[src/rtl/slc_pkg.sv]
package slc_pkg;

    typedef enum logic [2:0] {
        ST_IDLE,
        ST_ARM,
        ST_HOLD,
        ST_FETCH,
        ST_DRAIN,
        ST_SHIFT
    } slc_state_e;

    // Cache length chosen per scan-chain flavour.
    function automatic int chain_len(input int kind);
        case (kind)
            1:       return 180;
            2:       return 144;
            default: return 234;
        endcase
    endfunction

endpackage

[src/rtl/slc_reset_sync.sv]
module slc_reset_sync #(
    parameter int STAGES = 2
) (
    input  logic clk,
    input  logic rst_in,
    output logic rst_out
);
    logic [STAGES-1:0] chain;

    always_ff @(posedge clk or posedge rst_in) begin
        if (rst_in) chain <= '1;
        else        chain <= {chain[STAGES-2:0], 1'b0};
    end

    assign rst_out = chain[STAGES-1];
endmodule

[src/rtl/slc_addr_ctr.sv]
module slc_addr_ctr #(
    parameter int AW = 8
) (
    input  logic          clk,
    input  logic          rst,
    input  logic          clr,
    input  logic          inc,
    output logic [AW-1:0] count
);
    always_ff @(posedge clk) begin
        if (rst || clr) count <= '0;
        else if (inc)   count <= count + AW'(1);
    end
endmodule

[src/rtl/slc_cache.sv]
module slc_cache #(
    parameter int N  = 234,
    parameter int AW = 8
) (
    input  logic          clk,
    input  logic          rst,
    input  logic          we,
    input  logic [AW-1:0] widx,
    input  logic          wbit,
    input  logic [AW-1:0] ridx,
    output logic          rbit
);
    localparam logic [AW-1:0] NLIM = AW'(N);

    logic [N-1:0] mem;

    always_ff @(posedge clk) begin
        if (rst)                    mem <= '0;
        else if (we && widx < NLIM) mem[widx] <= wbit;
    end

    assign rbit = (ridx < NLIM) ? mem[ridx] : 1'b0;
endmodule

[src/rtl/scan_cache_loader.sv]
module scan_cache_loader
    import slc_pkg::*;
#(
    parameter  int CHAIN_KIND = 0,
    localparam int LEN        = chain_len(CHAIN_KIND),
    localparam int AW         = $clog2(LEN + 1)
) (
    input  logic          clk,
    input  logic          rst_in,
    input  logic          wr_rom,
    input  logic          rom_bit,
    input  logic          rst_addr,
    input  logic          reconfig,
    output logic [AW-1:0] rom_addr,
    output logic          rom_en,
    output logic          busy,
    output logic          scan_dout,
    output logic          scan_ce
);
    localparam logic [AW-1:0] LAST_IDX = AW'(LEN - 1);
    localparam logic [AW-1:0] END_IDX  = AW'(LEN);

    logic          rst_s;
    slc_state_e    state, nxt;
    logic [AW-1:0] sh_idx;
    logic [AW-1:0] cap_idx;
    logic          cap_vld;
    logic [AW-1:0] rd_idx;
    logic          rd_bit;
    logic          addr_clr;
    logic          addr_inc;

    slc_reset_sync #(.STAGES(2)) u_rst (
        .clk     (clk),
        .rst_in  (rst_in),
        .rst_out (rst_s)
    );

    // Next-state logic
    always_comb begin
        nxt = state;
        unique case (state)
            ST_IDLE: begin
                if (rst_addr)      nxt = ST_IDLE;
                else if (wr_rom)   nxt = ST_ARM;
                else if (reconfig) nxt = ST_SHIFT;
            end
            ST_ARM:   nxt = rst_addr ? ST_IDLE : ST_HOLD;
            ST_HOLD:  nxt = rst_addr ? ST_IDLE : ST_FETCH;
            ST_FETCH: begin
                if (rst_addr)                  nxt = ST_IDLE;
                else if (rom_addr == LAST_IDX) nxt = ST_DRAIN;
            end
            ST_DRAIN: nxt = ST_IDLE;
            ST_SHIFT: nxt = (sh_idx == END_IDX) ? ST_IDLE : ST_SHIFT;
            default:  nxt = ST_IDLE;
        endcase
    end

    // State register
    always_ff @(posedge clk) begin
        if (rst_s) state <= ST_IDLE;
        else       state <= nxt;
    end

    assign addr_clr = rst_addr || (state == ST_HOLD && nxt == ST_FETCH);
    assign addr_inc = (state == ST_FETCH) && (nxt == ST_FETCH);
    assign rd_idx   = (state == ST_SHIFT) ? sh_idx : '0;

    slc_addr_ctr #(.AW(AW)) u_addr (
        .clk   (clk),
        .rst   (rst_s),
        .clr   (addr_clr),
        .inc   (addr_inc),
        .count (rom_addr)
    );

    slc_cache #(.N(LEN), .AW(AW)) u_cache (
        .clk  (clk),
        .rst  (rst_s),
        .we   (cap_vld),
        .widx (cap_idx),
        .wbit (rom_bit),
        .ridx (rd_idx),
        .rbit (rd_bit)
    );

    // Registered outputs and capture pipeline
    always_ff @(posedge clk) begin
        if (rst_s) begin
            busy      <= 1'b0;
            rom_en    <= 1'b0;
            scan_ce   <= 1'b0;
            scan_dout <= 1'b0;
            sh_idx    <= '0;
            cap_vld   <= 1'b0;
            cap_idx   <= '0;
        end else begin
            busy      <= (nxt != ST_IDLE);
            rom_en    <= (nxt == ST_FETCH);
            cap_vld   <= (state == ST_FETCH) && !rst_addr;
            cap_idx   <= rom_addr;
            scan_ce   <= (nxt == ST_SHIFT);
            scan_dout <= (nxt == ST_SHIFT) ? rd_bit : 1'b0;
            sh_idx    <= (state == ST_SHIFT) ? sh_idx + AW'(1) : AW'(1);
        end
    end
endmodule

[config.mk]
export PLATFORM = sky130hd
export DESIGN_NAME = scan_cache_loader
export DESIGN_NICKNAME = d
export VERILOG_FILES = /design/src/rtl/slc_pkg.sv /design/src/rtl/slc_reset_sync.sv /design/src/rtl/slc_addr_ctr.sv /design/src/rtl/slc_cache.sv /design/src/rtl/scan_cache_loader.sv
export SDC_FILE = /design/constraint.sdc
export NUM_CORES = 1
export LEC_CHECK = 0
export BUFFER_PORTS_ARGS = -buffer_cell sky130_fd_sc_hd__buf_2
export CAP_MARGIN = 20
export CORE_MARGIN = 5
export CORE_UTILIZATION = 44
export DETAILED_ROUTE_END_ITERATION = 10
export PLACE_DENSITY_LB_ADDON = 0.25
export SKIP_CTS_REPAIR_TIMING = 1
export SYNTH_ARGS = -nofsm -noshare
export SYNTH_HDL_FRONTEND = slang
export SYNTH_SLANG_ARGS = --single-unit
export TNS_END_PERCENT = 20
[constraint.sdc]
create_clock -name clk -period 3.06 [get_ports clk]
set_input_delay 0.153 -clock clk [delete_from_list [all_inputs] [get_ports clk]]
set_output_delay 0.153 -clock clk [all_outputs]
set_load 0.1 [all_outputs]
Word-level counts from Yosys, hierarchy flattened
Index checks and enable logic that the tools add are counted.

Bits in latches: 0. Register bits: 268. Bits in writable memories: 0. Memories kept: 0. Memory bits (read-only): 0.

Reduce and logical (&&, ||, !) cells: 12. Muxes and demuxes: 16. Eq/ne operators: 8. Multipliers: 0. $lt $le $gt $ge: 5. Shift operators: 0. Div/mod/pow operators: 0. Add/subtract/negate cells: 2. Bitwise operators: 3.

Operators by type and width (count): $bwmux 234 (1); $lt 8x9->1 const B (2); $mux 3 (6); $add 8x1->8 const B (2); $eq 8x8->1 const B (2); $lt 8x8->1 const B (2); $pmux 3 s5 (1); $eq 3x2->1 const B (3); $bmux 1 s8 (1); $demux 1 s8 (1); $ge 8x1->1 const B (1); $mux 8 (1); $eq 3x3->1 const B (2); $logic_and 1x1->1 (5); $mux 2 (2); $eq 3x1->1 const B (1); $logic_not 3->1 (1); $mux 1 (3); $not 1->1 (3); $reduce_bool 3->1 (1); $reduce_or 3->1 (1); $logic_or 1x1->1 (2); $reduce_or 2->1 (1); $logic_not 1->1 (1).

Depth between registers and ports, before layout
Gate-level depths: netlist (run 1).

Depth after elaboration: 8. Gate-level depth with buffers: 12.

Cells and area by module
Synthesis (run 1) repeated with hierarchy kept, for this count alone.

Cells, all modules: 1480. Area total of the unflattened synthesis: 12675.9 µm².

By module, submodules not included: slc_cache (area each 11279.6 µm², instances 1, seq. area each 4684.5 µm², cells an instance 1336); scan_cache_loader (area each 991.0 µm², instances 1, seq. area each 480.5 µm², cells an instance 102); slc_addr_ctr (area each 345.3 µm², instances 1, seq. area each 160.2 µm², cells an instance 38); slc_reset_sync (area each 60.1 µm², instances 1, seq. area each 52.6 µm², cells an instance 4).

Least setup slack after synthesis (run 1)
No wires, ideal clock.

Kind: flip-flop to flip-flop. From: register u_addr.count[0]. To: register scan_dout. Required time: 2.929 ns. Path buffers: 0. Arrival: 2.589 ns. Slack: 0.340 ns. Stages on the path, launching flop included: 10. Period minus slack after synthesis: 2.720 ns. Cell sequence: dfxtp_1 > ha_1 > nand2_1 > nor4_1 > nor2_1 > nor3_1 > nor3_1 > nand4_1 > a31o_2 > o32ai_1.

Cells in the longest elaborated chain, start to end: 7.

Ends and longest elaborated chain: from (decl) (RTL line slc_addr_ctr.sv:8) `output logic [AW-1:0] count`; from (signal assigned) (RTL line slc_addr_ctr.sv:12) `else if (inc) count <= count + AW'(1);`; $eq 8x8->1 (RTL line scan_cache_loader.sv:52) `else if (rom_addr == LAST_IDX) nxt = ST_DRAIN;`; $mux 3 (RTL line scan_cache_loader.sv:52); $mux 3 (RTL line scan_cache_loader.sv:51) `if (rst_addr) nxt = ST_IDLE;`; $pmux 3 s5 (RTL line scan_cache_loader.sv:42) `unique case (state)`; $eq 3x3->1 (RTL line scan_cache_loader.sv:104) `scan_dout <= (nxt == ST_SHIFT) ? rd_bit : 1'b0;`; $not 1->1 (no source line); $reduce_or 3->1 (no source line); to (signal assigned) (RTL line scan_cache_loader.sv:104); to (decl) (RTL line scan_cache_loader.sv:17) `output logic scan_dout,`.

Every way passes these cells. A chain may end at the register's enable or synchronous reset.

Worst setup path after layout (run 1)
From: register state[2]. To: register scan_dout.

Cells in the longest elaborated chain, start to end: 7. Elaborated cells on any way between the ends: 19.

Ends and longest elaborated chain: from (decl) (RTL line scan_cache_loader.sv:24) `slc_state_e state, nxt;`; from (signal assigned) (RTL line scan_cache_loader.sv:63) `else state <= nxt;`; branches (longest 7 deep; another with $mux 8).

Parallel ways; which one is timed is not known. The select of a mux whose other input is x is not followed.

==> impl_metrics.csv, run 1 <==
group,metric,value,unit
status,status,"complete, but fails checks",
status,failed_checks,"hold timing",
setup_path,crit_chain,"and3b_1 -> buf_4 -> and3_1 -> o221ai_1 -> o22ai_1 -> a21oi_1 -> a21oi_1 -> a211oi_1 -> o32ai_1",
power,switching_power,0.00164,W
hold_path,min_from,"rst_addr",
synthesis,syn_inst,1627,
final_layout,final_common_cell,"a21oi_1",
power,sw_frac_of_total,0.217,
floorplanning,die_width,180,um
synthesis,synthFlopType,"dfxtp_1",
timing,rsz0062_at_grt,"no",
detailed_routing,vias,12600,
cts,cts.clk_slew.worst_paths,0.06,ns
cts,cts.sinks,268,
synthesis,seq_area_frac_synth,0.423,
synthesis,syn_nets,1637,
power,clkPwrFrac,0.509,
timing,timing.final.crit_share,0.898,
grt,antenna_found_initial,0,
timing,hold_viol_final,1,
cts,cts_tree,"done",
placement,gp_congestion,0.997,
grt,grt_util_all_layers,0.255,
synthesis,yosysTopAreaCell,"dfxtp_1",
setup_path,critPathCaptureType,"flip-flop",
timing,timing.slew.headroom,0.431,
synthesis,synthTopCellsByArea,"dfxtp_1, a21oi_1, nand3_1, o21ai_0, clkbuf_1",
floorplanning,die_h,180,um
setup_path,required,3.52,ns
setup_path,crit_fanout,13,
final_layout,fin_nets,1580,
timing,worstMarginPinSlew,0.851,ns
power,seq_power_share,0.463,
run,drv_cap,0,
setup_path,slowest_stage,"and3b_1",
detailed_routing,wl,43600,um
grt,grt_pass1_wl,68200,um
detailed_routing,first_pass_iters,5,
detailed_routing,routedWlPerCell,22.1,um
timing,fmax,364,MHz
hold_path,hold_path.class,"primary input to flip-flop",
final_layout,syn_to_final_growth,12.5,%
detailed_routing,route.detailed.drc,0,
synthesis,syn_avg_cell_area,7.82,sq um
grt,grt_max_degree,130,
floorplanning,core_area,28600,sq um
cts,numCtsBuffers,29,
cts,cts_root_buffer,"clkbuf_16",
synthesis,synth_cell_type_count,57,
grt,grt-ovfl-total,0,
floorplanning,ios,18,
synthesis,syn_area,12700,sq um
timing,skew,0.0199,ns
setup_path,critPathLaunchType,"flip-flop",
detailed_routing,detail-route-antenna-nets,0,
synthesis,yosysWarnings,0,
detailed_routing,drtIter0Drc,1589,
timing,final.setup.worst_slack,0.311,ns
timing,setup_tns,0,ns
power,ir_worst_vdd,0.536,mV
placement,hpwl,27900,um
timing,whs,-0.0240,ns
setup_path,rr_startpoint,"state[2]$_SDFF_PP0_",
cts,cts_buffer_depth,3,
synthesis,async_flop_share,0.00746,
cts,clk_latency,0.56,ns
setup_path,path_class,"flip-flop to flip-flop",
placement,port_buffers,17,
final_layout,multi_input_area,6720,sq um
timing,setup_viol,0,
final_layout,final_cell_mix,"a21oi_1, dfxtp_1, nand3_1, o21ai_0, nand2_1",
final_layout,final-seq-area,5390,sq um
detailed_routing,routed_via_density,6.37,
grt,grt_pass1_vias,11600,
setup_path,worstPathArrival,3.21,ns
final_layout,drive_above_1_share,0.119,
placement,post-place-ws,0.374,ns
final_layout,insertedDiodeCount,0,
floorplanning,num_rows,62,
power,powerDensity,528,nW/um^2
timing,maxSlewViolCount,0,
floorplanning,start_util,0.444,
power,power.internal,0.00592,W
timing,period_needed,2.75,ns
power,power_leakage,4.73,nW
cts,cts-htree-levels,1,
setup_path,cp_slowest_stage_delay,0.51,ns
setup_path,cp_common_cell,"a21oi_1",
synthesis,synth_edf_count,0,
floorplanning,die_area,32400,sq um
synthesis,synth_top_cell_area_share,0.419,
synthesis,ys_ff_latch,268,
final_layout,fill_cells,2717,
power,pwr-share-comb,0.028,
setup_path,startpoint,"state[2]$_SDFF_PP0_",
sequential cells by signal (all words and copies together), names as in the netlist, 2 cells and up:
signal	flops
sh_idx	8
u_cache.mem	234
cap_idx	8
u_rst.chain	2
state	3
u_addr.count	8
power groups by stage:
| stage | Combinational [W] | Clock [W] | Sequential [W] |
|---|---|---|---|
| after floorplan | 0.000140 | 0 | 0.00359 |
| final | 0.000212 | 0.00385 | 0.00351 |
| after CTS | 0.000205 | 0.00388 | 0.00350 |
| after global placement | 0.000206 | 0 | 0.00358 |
| after global routing | 0.000223 | 0.00405 | 0.00350 |
| after detailed placement | 0.000205 | 0 | 0.00358 |
worst max-delay path, delay by kind of cell (launching register included):
| kind | cells | cell delay, ns |
|---|---|---|
| simple gates | 2 | 0.90 |
| flops | 1 | 0.47 |
| compound gates | 6 | 1.00 |
| buf+inv | 1 | 0.28 |
final timing paths:
path	to	slack (ns)	depth (start not counted)
hold / removal	cap_vld$_SDFF_PP0_	-0.02	4
min in group asynchronous	u_rst.chain[0]$_DFF_PP1_	0.16	3
setup / recovery	scan_dout$_SDFF_PP0_	0.31	9
hold reg to reg	u_rst.chain[1]$_DFF_PP1_	0.36	0
max in group asynchronous	u_rst.chain[0]$_DFF_PP1_	2.88	3
setup reg to reg	scan_dout$_SDFF_PP0_	0.31	9
metrics by stage:
stage                     area, sq um  cells   util  power (W)
after CTS                       14300   1973  0.499    0.00759
after floorplan                 12700   1627      -    0.00373
after global routing            14300   1975  0.500    0.00778
final                           14300   1975  0.500    0.00756
after detailed placement        13300   1921  0.463    0.00379
after global placement          13300   1921  0.463    0.00379
per-layer routing:
metal / up-vias / wire length, um / global-route usage
met5: - / 0 / 0
met4: 0 / 1260 / 0.0777
met3: 96 / 4520 / 0.0515
met2: 624 / 19300 / 0.384
met1: 6060 / 18600 / 0.371
li1: 5792 / - / -
synthesized netlist by cell type (2+ instances only):
cell / n
a211o_1: 2
a211oi_1: 17
a21oi_1: 278
a221oi_1: 18
a311oi_1: 3
a31oi_1: 4
and2_1: 2
and3_1: 12
and3b_1: 3
buf_1: 5
buf_2: 23
clkbuf_1: 141
dfstp_2: 2
dfxtp_1: 266
ha_1: 4
inv_1: 6
mux2_2: 41
mux2i_1: 38
nand2_1: 69
nand2b_1: 8
nand3_1: 258
nand3b_1: 4
nand4_1: 7
nand4b_1: 3
nor2_1: 54
nor2b_1: 16
nor3_1: 24
nor3b_1: 3
nor4_1: 2
o2111ai_1: 2
o211ai_1: 3
o21a_1: 2
o21ai_0: 252
o221ai_1: 6
o22ai_1: 6
o2bb2ai_1: 3
o31ai_1: 4
or3_1: 5
or4_1: 2
xnor2_1: 4
xor2_1: 9
area by class of cell:
class / instances / area share
clock buffers: 39 / 0.0575
well taps: 384 / 0.0336
multi-input cells: 1183 / 0.470
repair buffers: 82 / 0.0461
inverters: 6 / 0.00157
clock inverters: 13 / 0.0153
flip-flops and latches: 268 / 0.376
kinds of logic after synthesis:
kind of cell,count (synthesis),share of synthesized area
AO/OA/AOI/OAI,610,0.259
XOR/XNOR,13,0.00895
adder cells (fa/ha/maj),4,0.00393
buffers and inverters,176,0.0545
flip-flops,268,0.423
multiplexers,79,0.0662
other,1,0.000295
AND/OR/NAND/NOR,476,0.185
(Power assumes the default switching activity.)
==> run 2, diff against run 1 <==
--- a/config.mk
+++ b/config.mk
@@ -5,9 +5,10 @@
 export SDC_FILE = /design/constraint.sdc
 export NUM_CORES = 1
 export LEC_CHECK = 0
+export ABC_AREA = 1
 export BUFFER_PORTS_ARGS = -buffer_cell sky130_fd_sc_hd__buf_2
 export CAP_MARGIN = 20
-export CORE_MARGIN = 5
+export CORE_MARGIN = 10
 export CORE_UTILIZATION = 44
 export DETAILED_ROUTE_END_ITERATION = 10
 export PLACE_DENSITY_LB_ADDON = 0.25
==> impl_metrics.csv, run 2 <==
group,metric,value,unit
synthesis,synth_compound_area_frac,0.182,
placement,port_buffers,17,
timing,fmax,394,MHz
timing,rsz0062_at_grt,"no",
placement,gp_congestion,0.909,
cts,cts-htree-levels,1,
final_layout,fill_cells,2992,
setup_path,rr_startpoint,"state[0]$_SDFF_PP0_",
detailed_routing,drtIter0Drc,1758,
hold_path,hold_path.class,"primary input to flip-flop",
synthesis,syn_area,13300,sq um
grt,antenna_found_initial,0,
final_layout,fin_cells,2330,
timing,timing.final.crit_share,0.830,
cts,cts_buffer_depth,3,
detailed_routing,wl,48100,um
cts,cts_root_buffer,"clkbuf_16",
synthesis,syn_inst,1980,
final_layout,final_common_cell,"a21oi_1",
grt,grt_util_all_layers,0.242,
final_layout,syn_to_final_growth,9.83,%
floorplanning,num_rows,63,
grt,grt_max_degree,109,
synthesis,synthMostInstantiatedCell,"a21oi_1",
synthesis,synth_top_cell_area_share,0.400,
timing,maxSlewViolCount,0,
synthesis,yosys.area_share.adder,0.00376,
synthesis,synth_edf_count,0,
grt,grt_pass1_vias,13000,
final_layout,final-seq-area,5380,sq um
detailed_routing,routed_via_density,6.02,
synthesis,synth_top_family_by_area,"simple AND/OR/NAND/NOR gates",
setup_path,required,3.54,ns
floorplanning,die_width,194,um
timing,whs,0.0482,ns
setup_path,critPathLaunchType,"flip-flop",
synthesis,synth_cell_type_count,41,
synthesis,synthFlopType,"dfxtp_1",
grt,grt_pass1_wl,75500,um
placement,dp.cells,2278,
power,power_leakage,5.39,nW
synthesis,ys_ff_latch,268,
setup_path,critPathCaptureType,"flip-flop",
floorplanning,ios,18,
cts,numCtsBuffers,29,
timing,skew,0.0144,ns
setup_path,path_class,"flip-flop to flip-flop",
floorplanning,die_h,194,um
final_layout,fin_nets,1931,
power,total_power,0.00721,W
synthesis,synth_commonest_cells,"a21oi_1, dfxtp_1, nor3_1",
setup_path,worstPathArrival,3.02,ns
timing,timing.slew.headroom,0.311,
hold_path,min_from,"wr_rom",
synthesis,async_flop_share,0.00746,
final_layout,largest_register,"u_cache.mem",
setup_path,crit_fanout,16,
detailed_routing,detail-route-antenna-nets,0,
synthesis,seq_area_frac_synth,0.404,
run,drv_cap,0,
timing,period_needed,2.54,ns
final_layout,drive_above_1_share,0.0696,
cts,cts_tree,"done",
power,powerDensity,493,nW/um^2
timing,hold_viol_final,0,
final_layout,insertedDiodeCount,0,
synthesis,yosys.area_share.simple,0.310,
synthesis,yosysTopAreaCell,"dfxtp_1",
detailed_routing,routedWlPerCell,20.7,um
floorplanning,start_util,0.447,
synthesis,synthTopCellsByArea,"dfxtp_1, a21oi_1, nor3_1, nand3_1, nand2_1",
placement,hpwl,29000,um
synthesis,syn_nets,1990,
detailed_routing,route.detailed.drc,0,
final_layout,largest_reg_flops,234,
timing,worstMarginPinSlew,1.03,ns
synthesis,syn_avg_cell_area,6.72,sq um
status,status,"completed",
power,ir_worst_vdd,0.419,mV
final_layout,final_cell_mix,"a21oi_1, dfxtp_1, nor3_1, nand2_1, nor2_1",
final_layout,multi_input_area,6600,sq um
floorplanning,die_area,37600,sq um
timing,setup_tns,0,ns
cts,clk_latency,0.56,ns
synthesis,synth.area.mux_share,0,
cts,cts.clk_slew.worst_paths,0.06,ns
detailed_routing,vias,14000,
cts,cts.sinks,268,
final_layout,fin_util,0.491,
synthesis,synth_xor_area_frac,0.000659,
setup_path,startpoint,"state[0]$_SDFF_PP0_",
synthesis,yosysWarnings,0,
timing,setup_viol,0,
detailed_routing,first_pass_iters,6,
grt,grt-ovfl-total,0,
floorplanning,core_area,29700,sq um
## run 2: cell count changes in the layout (fill, tap and decap cells not counted), moves of 16 or more
cell,previous run,this run
nand2_1,69,220
inv_1,6,162
mux2i_1,38,0
nand3_1,258,186
nor2b_1,16,0
mux2_2,41,0
a221oi_1,18,0
o21ai_0,252,164
nor2_1,53,219
nor3_1,13,256
## run 2: routing by layer
layer / up-vias / global-route usage / share of wire
met1: 6627 / 0.332 / 0.42
li1: 6543 / - / -
met2: 755 / 0.381 / 0.45
met5: - / 0 / 0
met4: 0 / 0.0866 / 0.032
met3: 105 / 0.0306 / 0.095
## run 2: worst paths after layout
check | to | slack (ns) | cells past startpoint
hold reg to reg | u_rst.chain[1]$_DFF_PP1_ | 0.36 | 0
max in group asynchronous | u_rst.chain[0]$_DFF_PP1_ | 2.88 | 3
setup reg to reg | scan_dout$_SDFF_PP0_ | 0.52 | 14
setup / recovery | scan_dout$_SDFF_PP0_ | 0.52 | 14
min in group asynchronous | u_rst.chain[0]$_DFF_PP1_ | 0.16 | 3
hold / removal | busy$_SDFF_PP0_ | 0.05 | 5
## run 2: logic make-up (layout without fill, tap and decap cells)
logic type               count (synthesis)  in the layout
AO/OA/AOI/OAI                          464            464
XOR/XNOR                                 1              1
adder cells (fa/ha/maj)                  4              4
buffers and inverters                  331            291
flip-flops                             268            268
other                                    1              1
AND/OR/NAND/NOR                        911            911
## run 2: power by group
group,internal (W),switching (W),total (W)
logic,0.0000431,0.000191,0.000234
registers,0.00350,0.0000129,0.00351
clock network,0.00200,0.00146,0.00346
total,0.00554,0.00167,0.00721
## run 2: stage by stage
step           cell area [sq um]  worst slack (ns)
2_1_floorplan              13300             0.659
3_3_place_gp               13700             0.643
3_5_place_dp               13700             0.605
5_1_grt                    14600             0.416
6_report                   14600             0.519
4_1_cts                    14600             0.564
## run 2: critical path, cell delays in order, from the launching register on
cell,delay (ns)
dfxtp_1,0.47
inv_2,0.12
nor2_8,0.17
nand2_4,0.11
nor2_8,0.31
inv_4,0.19
nor2_8,0.19
inv_2,0.14
a21oi_1,0.19
nor2_1,0.09
nand2_1,0.10
nand3_1,0.08
nand3_1,0.10
nand2_1,0.07
a21oi_2,0.13
## run 2: layout make-up
class / instances / share of cell area
inverters: 169 / 0.0436
multi-input cells: 1381 / 0.452
clock inverters: 7 / 0.00411
repair buffers: 72 / 0.0400
clock buffers: 43 / 0.0588
flip-flops and latches: 268 / 0.368
well taps: 390 / 0.0334
